--- config.mk ---
export PLATFORM = sky130hd
export DESIGN_NAME = opnd_resolve
export DESIGN_NICKNAME = d
export VERILOG_FILES = /design/src/rtl/opnd_pkg.sv /design/src/rtl/opnd_decode.sv /design/src/rtl/opnd_agen.sv /design/src/rtl/opnd_resolve.sv
export SDC_FILE = /design/constraint.sdc
export NUM_CORES = 1
export LEC_CHECK = 0
export ABC_AREA = 1
export BUFFER_PORTS_ARGS = -buffer_cell sky130_fd_sc_hd__buf_2
export CAP_MARGIN = 20
export CORE_MARGIN = 3
export CORE_UTILIZATION = 53
export DETAILED_ROUTE_END_ITERATION = 12
export HOLD_SLACK_MARGIN = 0.1
export PLACE_DENSITY = 0.79
export SLEW_MARGIN = 5
export SYNTH_ARGS = -nofsm -noshare
export SYNTH_HDL_FRONTEND = slang
export SYNTH_HIERARCHICAL = 1
export SYNTH_SLANG_ARGS = --single-unit
--- constraint.sdc ---
create_clock -name clk -period 1.6 [get_ports clk]
set_input_delay 0.16 -clock clk [delete_from_list [all_inputs] [get_ports clk]]
set_output_delay 0.16 -clock clk [all_outputs]
set_load 0.01 [all_outputs]
--- src/rtl/opnd_pkg.sv ---
package opnd_pkg;

    typedef enum logic [2:0] {
        MD_SHORTK = 3'd0,
        MD_REG    = 3'd1,
        MD_LONGK  = 3'd2,
        MD_REGIND = 3'd3,
        MD_DIR    = 3'd4,
        MD_IDX    = 3'd5,
        MD_IND    = 3'd6,
        MD_IDXIND = 3'd7
    } mode_e;

    typedef enum logic [1:0] {
        ST_IDLE = 2'd0,
        ST_PTR  = 2'd1,
        ST_OPND = 2'd2
    } st_e;

endpackage

--- src/rtl/opnd_decode.sv ---
module opnd_decode
    import opnd_pkg::*;
#(
    parameter int RIW = 4
) (
    input  logic [1:0]     fmt_i,
    input  logic [RIW-1:0] r2_i,
    input  logic           mem_i,
    input  logic           indir_i,
    output mode_e          mode_o,
    output logic           needs_mem_o,
    output logic           two_reads_o
);

    logic r2_zero;

    assign r2_zero = (r2_i == '0);

    always_comb begin
        mode_o = MD_SHORTK;
        if (fmt_i == 2'b00) begin
            mode_o = MD_SHORTK;
        end else if (fmt_i == 2'b01) begin
            mode_o = (mem_i && !r2_zero) ? MD_REGIND : MD_REG;
        end else if (!mem_i) begin
            mode_o = MD_LONGK;
        end else if (r2_zero) begin
            mode_o = indir_i ? MD_IND : MD_DIR;
        end else begin
            mode_o = indir_i ? MD_IDXIND : MD_IDX;
        end
    end

    assign needs_mem_o = !(mode_o == MD_SHORTK || mode_o == MD_REG || mode_o == MD_LONGK);
    assign two_reads_o = (mode_o == MD_IND) || (mode_o == MD_IDXIND);

endmodule

--- src/rtl/opnd_agen.sv ---
module opnd_agen
    import opnd_pkg::*;
#(
    parameter int DW = 16,
    parameter int BW = 8
) (
    input  mode_e          mode_i,
    input  logic [DW-1:0]  rf_data_i,
    input  logic [DW-1:0]  word2_i,
    input  logic [BW-1:0]  imm_i,
    output logic [DW-1:0]  addr_o,
    output logic [DW-1:0]  const_o
);

    localparam int PADW = DW - BW;

    logic [DW-1:0] idx_sum;

    assign idx_sum = rf_data_i + word2_i;

    always_comb begin
        addr_o = word2_i;
        unique case (mode_i)
            MD_REGIND:         addr_o = rf_data_i;
            MD_IDX, MD_IDXIND: addr_o = idx_sum;
            default:           addr_o = word2_i;
        endcase
    end

    always_comb begin
        const_o = word2_i;
        unique case (mode_i)
            MD_SHORTK: const_o = {{PADW{1'b0}}, imm_i};
            MD_REG:    const_o = rf_data_i;
            default:   const_o = word2_i;
        endcase
    end

endmodule

--- src/rtl/opnd_resolve.sv ---
module opnd_resolve
    import opnd_pkg::*;
#(
    parameter int DW  = 16,
    parameter int RIW = 4,
    parameter int BW  = 8
) (
    input  logic           clk,
    input  logic           rst_n,
    input  logic           start_i,
    input  logic [1:0]     fmt_i,
    input  logic [RIW-1:0] r2_i,
    input  logic           mem_i,
    input  logic           indir_i,
    input  logic [BW-1:0]  imm_i,
    input  logic [DW-1:0]  word2_i,
    output logic [RIW-1:0] rf_addr_o,
    input  logic [DW-1:0]  rf_data_i,
    output logic           mem_req_o,
    output logic [DW-1:0]  mem_addr_o,
    input  logic           mem_valid_i,
    input  logic [DW-1:0]  mem_rdata_i,
    output logic           done_o,
    output logic [DW-1:0]  operand_o,
    output logic [DW-1:0]  ea_o
);

    typedef struct packed {
        st_e           st;
        mode_e         mode;
        logic [DW-1:0] addr;
        logic [DW-1:0] operand;
        logic [DW-1:0] ea;
        logic          done;
    } regs_t;

    regs_t d, q;

    mode_e         dec_mode;
    logic          dec_mem;
    logic          dec_two;
    logic [DW-1:0] agen_addr;
    logic [DW-1:0] agen_const;
    st_e           st_q;
    mode_e         mode_q;

    opnd_decode #(.RIW(RIW)) decode_i (
        .fmt_i       (fmt_i),
        .r2_i        (r2_i),
        .mem_i       (mem_i),
        .indir_i     (indir_i),
        .mode_o      (dec_mode),
        .needs_mem_o (dec_mem),
        .two_reads_o (dec_two)
    );

    opnd_agen #(.DW(DW), .BW(BW)) agen_i (
        .mode_i    (dec_mode),
        .rf_data_i (rf_data_i),
        .word2_i   (word2_i),
        .imm_i     (imm_i),
        .addr_o    (agen_addr),
        .const_o   (agen_const)
    );

    always_comb begin
        d      = q;
        d.done = 1'b0;
        unique case (q.st)
            ST_IDLE: begin
                if (start_i) begin
                    d.mode = dec_mode;
                    if (dec_mem) begin
                        d.addr = agen_addr;
                        d.st   = dec_two ? ST_PTR : ST_OPND;
                    end else begin
                        d.operand = agen_const;
                        d.ea      = '0;
                        d.done    = 1'b1;
                    end
                end
            end
            ST_PTR: begin
                if (mem_valid_i) begin
                    d.addr = mem_rdata_i;
                    d.st   = ST_OPND;
                end
            end
            ST_OPND: begin
                if (mem_valid_i) begin
                    d.operand = mem_rdata_i;
                    d.ea      = q.addr;
                    d.done    = 1'b1;
                    d.st      = ST_IDLE;
                end
            end
            default: d.st = ST_IDLE;
        endcase
    end

    always_ff @(posedge clk or negedge rst_n) begin
        if (!rst_n) begin
            q.st      <= ST_IDLE;
            q.mode    <= MD_SHORTK;
            q.addr    <= '0;
            q.operand <= '0;
            q.ea      <= '0;
            q.done    <= 1'b0;
        end else begin
            q <= d;
        end
    end

    assign rf_addr_o  = r2_i;
    assign mem_req_o  = (q.st != ST_IDLE);
    assign mem_addr_o = q.addr;
    assign done_o     = q.done;
    assign operand_o  = q.operand;
    assign ea_o       = q.ea;
    assign st_q       = q.st;
    assign mode_q     = q.mode;

endmodule

* Word level (Yosys, flattened, before mapping)
Index checks and enable logic that the tools add are counted.
** Storage, ports and cells
- Register bits after elaboration :: 54
- Input bits :: 68
- Logic and storage cells :: 59
** Operators by class
- $add $sub $neg :: 1
- Eq/ne operators :: 14
- Multiplexer cells :: 21
- Reductions and logical operators :: 17
** Operators with widths (count)
- 16-bit case mux with 2 select lines :: 3
- 33-bit two-way mux :: 2
- 33-bit case mux with 2 select lines :: 1
- 54-bit two-way mux :: 1
- 16-bit two-way mux :: 2
- 16-bit adder :: 1
- 2-bit two-way mux :: 7
- 3-bit two-way mux :: 4
- 4-bit AND reduction :: 3
- 3-bit equality test, second input constant :: 3
- 2-bit != test, second input constant :: 4
- 3-bit by 2-bit equality test with 1-bit output, second input constant :: 2
- 2-bit case mux with 3 select lines :: 1
- 2-bit nonzero test :: 3
- 2-bit by 1-bit equality test with 1-bit output, second input constant :: 2
- 2-bit zero test :: 2
- 4-bit zero test :: 1
- 3-bit by 1-bit equality test with 1-bit output, second input constant :: 1
- 3-bit zero test :: 1
- 1-bit logical OR :: 3
- 2-bit equality test, second input constant :: 1
- 2-bit by 1-bit != test with 1-bit output, second input constant :: 1
- 2-bit AND reduction :: 1
- 2-bit OR reduction :: 1
- other kinds (2) :: 2

* Longest topological paths before layout
- Depth in word-level cells :: 12
- Depth in mapped cells :: 18
- Gate-level depth less buffers :: 17

* By module
The synthesis kept the hierarchy.
** Modules (own cells, without submodules)
- opnd_resolve :: instances 1, cells each 306, area an instance 2416.1 um^2
- opnd_agen :: instances 1, cells each 289, area an instance 1526.5 um^2
- opnd_decode :: instances 1, cells each 22, area an instance 101.3 um^2

* Least setup slack after synthesis
No wires, ideal clock.
- Path kind :: input-to-reg
- Start point :: input r2_i[3]
- End point :: register q (netlist bit mem_addr_o[9])
- Library setup time :: 116 ps
- Arrival :: 1538 ps
- Required time :: 1484 ps
- Setup slack :: -54 ps
- Stages :: 14
- Path buffers :: 1
- Cells stage by stage :: nor2_1 -> nand2_1 -> nand2_1 -> o21ai_0 -> inv_2 -> nor2_4 -> inv_2 -> buf_6 -> a22oi_2 -> nand2_1 -> nand3_1 -> nand2_1 -> nand2_1 -> nand2_1
** On the way
- Elaborated cells on any way between the ends :: 23
- Those cells by class :: 6 x eq/ne; 9 x mux; 8 x reduce/logical
** RTL lines
- start, declared :: RTL line opnd_resolve.sv:12 : input logic [RIW-1:0] r2_i,
- 4-bit zero test * :: RTL line opnd_decode.sv:17 : assign r2_zero = (r2_i == '0);
- 3-bit two-way mux * :: RTL line opnd_decode.sv:27 : end else if (r2_zero) begin
- 3-bit two-way mux * :: RTL line opnd_decode.sv:25 : end else if (!mem_i) begin
- 3-bit two-way mux * :: RTL line opnd_decode.sv:23 : end else if (fmt_i == 2'b01) begin
- 3-bit two-way mux * :: RTL line opnd_decode.sv:21 : if (fmt_i == 2'b00) begin
- named net dec_mode[0] :: RTL line opnd_resolve.sv:39 : mode_e dec_mode;
- 3-bit equality test :: RTL line opnd_agen.sv:23 : unique case (mode_i)
- 2-bit OR reduction :: RTL line opnd_agen.sv:23
- 16-bit case mux with 2 select lines * :: RTL line opnd_agen.sv:23
- named net agen_addr[9] :: RTL line opnd_resolve.sv:42 : logic [DW-1:0] agen_addr;
- 16-bit two-way mux * :: RTL line opnd_resolve.sv:73 : if (dec_mem) begin
- 54-bit two-way mux * :: RTL line opnd_resolve.sv:71 : if (start_i) begin
- 16-bit case mux with 2 select lines * :: RTL line opnd_resolve.sv:69 : unique case (q.st)
- end, declared :: RTL line opnd_resolve.sv:37 : regs_t d, q;
Mark *: on every way through the listed nets, which the timed path passes. The rest lies on a longest branch. The select of a mux whose other input is x is not followed.
A chain may end at the register's enable or synchronous reset.

* Final worst setup path
- Start point :: register q (netlist bit st_q[1])
- End point :: output mem_req_o
** On the way
- Cells in the longest elaborated chain, start to end :: 1
** RTL lines
- 2-bit nonzero test :: RTL line opnd_resolve.sv:115 : assign mem_req_o = (q.st != ST_IDLE);
- end, declared :: RTL line opnd_resolve.sv:19 : output logic mem_req_o,
No other way between the ends.

==> metrics.txt <==
Max clock buf depth=2; status=completed; WL/cell=14.2 um; largest net degree at the start of global routing=34; Startpoint Class=flip-flop; CTS tree=yes; final instance area=5550 um^2; DR pass1 iterations=5; initial antenna violation count=0; H-Tree Depth=2; Setup CP Type=flip-flop to primary output; first-pass GRT wire length=20300 um; nets=886; Worst Hold Class=primary input to flip-flop; DP Cell Count=883; Synth Area per Inst=6.55 um^2; worst r2r src=st_q[1]; fmax=667 MHz; min-delay src=mem_rdata_i[3]; number of global-route vias before repair=4553; Worst-Margin Slew=581 ps; Setup crit start=st_q[1]; fill count=586; via count=4801; CP Data Arrival Time=1340 ps; CP Max Fanout=12; RSZ-0062 raised after global routing=yes; placed inst area=5230 um^2; CTS clk-pin slew, worst paths=90 ps; Hold Crit Endpoint=operand_o[3]; Crit Reg-Reg Endpoint=operand_o[10]; post-layout util=75.6%; TritonCTS Buffers=5; Hold WS=104 ps; clk sinks=51; antenna viol nets, final=0; ant diodes=0; GRT Resource Usage Total=28.7%; Leak=3.24 nW; row cnt=31; Post-DP HPWL=10100 um; vias per cell=5.32; Yosys reg bits=51; Cells after Synth=617; Starting Density=55.2%; Netlist cell types=31; DRC violation count after routing=0; First DRT Iteration DRCs=276; Root Buffer=clkbuf_8; Final min period=1500 ps; R2R Setup Slk=120 ps; Seq/Total Area, Yosys=31.6%; Net Count, Synth=701; Non-Filler Instances=902; WP data required=1440 ps; Die Height=93.4 um; Final period util=93.7%; GPL Wtd Cong=0.924; Syn-to-layout area delta=37.1%; overall die width=93.4 um; worst reg-to-reg path cell count=7; Slew Limit Fails=0; Slew HR=61.2%; final setup vio count=0; Die ar.=8710 um^2; core area=7330 um^2; synth warn=6; Final Hold Fails=0; power per cell area=873 nW/um^2; share of cells above drive strength 1=33.4%; Port Buffer Count=121; Hold Path Cell Cnt=3; DRT Wirelength=12800 um; Max VDD drop=0.407 mV; grt ovf=0; I/O Pins=122; clock skew=6.33 ps; insertion delay to the later sink of the worst-skew pair=300 ps; CP Capture Type=primary output; MaxCap Viol Count=0; cell area after technology mapping=4040 um^2
==> registers in the layout, summed over array words and instances (netlist names) <==
| signal | count |
|---|---|
| ea_o | 16 |
| mem_addr_o | 16 |
| operand_o | 16 |
| st_q | 2 |
| done_o | 1 |
==> routing by layer <==
metal	GRT usage, %	part of all wire [%]	wire [um]	vias up
li1	-	-	-	2353
met1	36.4	40	5080	2179
met2	51.8	50	6370	236
met3	2.49	8.0	1020	33
met4	8.42	2.4	305	0
met5	0	0	0	-
==> power by group <==
| part | internal, mW | switching (mW) | total (mW) |
|---|---|---|---|
| clock network | 0.393 | 0.404 | 0.797 |
| logic | 0.948 | 1.26 | 2.21 |
| registers | 1.61 | 0.227 | 1.83 |
==> kinds of logic (layout without fill, tap and decap cells) <==
family	after synthesis	in the layout	synth area share (%)
simple gates	416	416	45.5
buf+inv	90	276	9.99
xor+xnor	2	2	0.433
flops	51	51	31.6
compound gates	42	42	7.33
fa+ha+maj	16	16	5.14
==> synth_stat cells (all sizes together) <==
library cell / instances / area share (%)
nand2: 270 / 26
nand3: 114 / 15
inv: 63 / 5.8
dfrtp: 51 / 32
nor2: 23 / 3.4
buf: 21 / 3.6
ha: 15 / 4.6
a21oi: 14 / 1.7
o21ai: 10 / 1.2
a22oi: 9 / 2.4
o221ai: 6 / 1.3
clkbuf: 5 / 0.46
a22o: 3 / 0.65
nor3: 3 / 0.74
nand4: 2 / 0.31
or2: 2 / 0.37
and2: 1 / 0.15
clkinv: 1 / 0.093
fa: 1 / 0.50
nand3b: 1 / 0.19
xnor2: 1 / 0.22
xor2: 1 / 0.22
==> critical path: stages, from the launching register on <==
cell and delay [ps]:
dfrtp_1 470, nor2_4 180, buf_4 200, inv_1 50, buf_2 130
==> cell usage in the layout (no fill, tap or decap) <==
master         count
nand2_1          256
o21ai_1            3
inv_1             51
a21oi_1           13
clkinvlp_4         1
nor2_2             6
nand3_1          105
o21ai_0            7
o221ai_2           1
a22oi_2            7
ha_1              12
and2_1             1
buf_2            121
ha_4               3
fa_2               1
nor3_2             3
o221ai_1           5
inv_2             10
nand4_1            2
xor2_1             1
buf_4             67
or2_4              2
nor2_4             6
dfrtp_1           51
nor2_1            11
nand3_2            9
nand2_4            1
clkbuf_8           7
a22o_1             3
xnor2_1            1
nand3b_1           1
nand2_2           13
a21oi_2            1
a22oi_1            2
inv_4              2
clkinv_2           1
dlygate4sd3_1     10
buf_12             6
==> timing repair <==
item	CTS	global route
setup endpoints to repair	2	15
pin swaps	0	10
endpoints found under the hold margin	32	0
gates resized for setup	2	27
setup buffers	0	1
hold buffers	10	0
==> worst max-delay path by stage <==
stage                     endpoint  slack (ps)  depth (start not counted)
global route        mem_addr_o[11]         -40                         15
global placement     mem_addr_o[4]        -250                         14
detailed placement   mem_addr_o[4]        -320                         14
floorplan           mem_addr_o[12]          40                         15
CTS                 mem_addr_o[10]          20                         16
finish                   mem_req_o         100                          4
==> stage by stage <==
| step | TNS [ps] | total power [mW] | setup slack, ps |
|---|---|---|---|
| 6_report | 0 | 4.84 | 101 |
| 3_5_place_dp | -4700 | 3.97 | -322 |
| 3_3_place_gp | -3060 | 3.89 | -251 |
| 5_1_grt | -75.3 | 5.16 | -41.1 |
| 2_1_floorplan | 0 | 2.98 | 42.2 |
| 4_1_cts | 0 | 4.79 | 21.5 |
==> final cells by class <==
| type | count | area (um^2) | share of cell area, % |
|---|---|---|---|
| clock buffers | 7 | 96.3 | 1.74 |
| clock inverters | 1 | 7.51 | 0.135 |
| inverters | 64 | 246 | 4.44 |
| multi-input cells | 476 | 2470 | 44.5 |
| flip-flops and latches | 51 | 1280 | 23.0 |
| well taps | 99 | 124 | 2.23 |
| repair buffers | 204 | 1330 | 24.0 |
(Power assumes the default switching activity.)
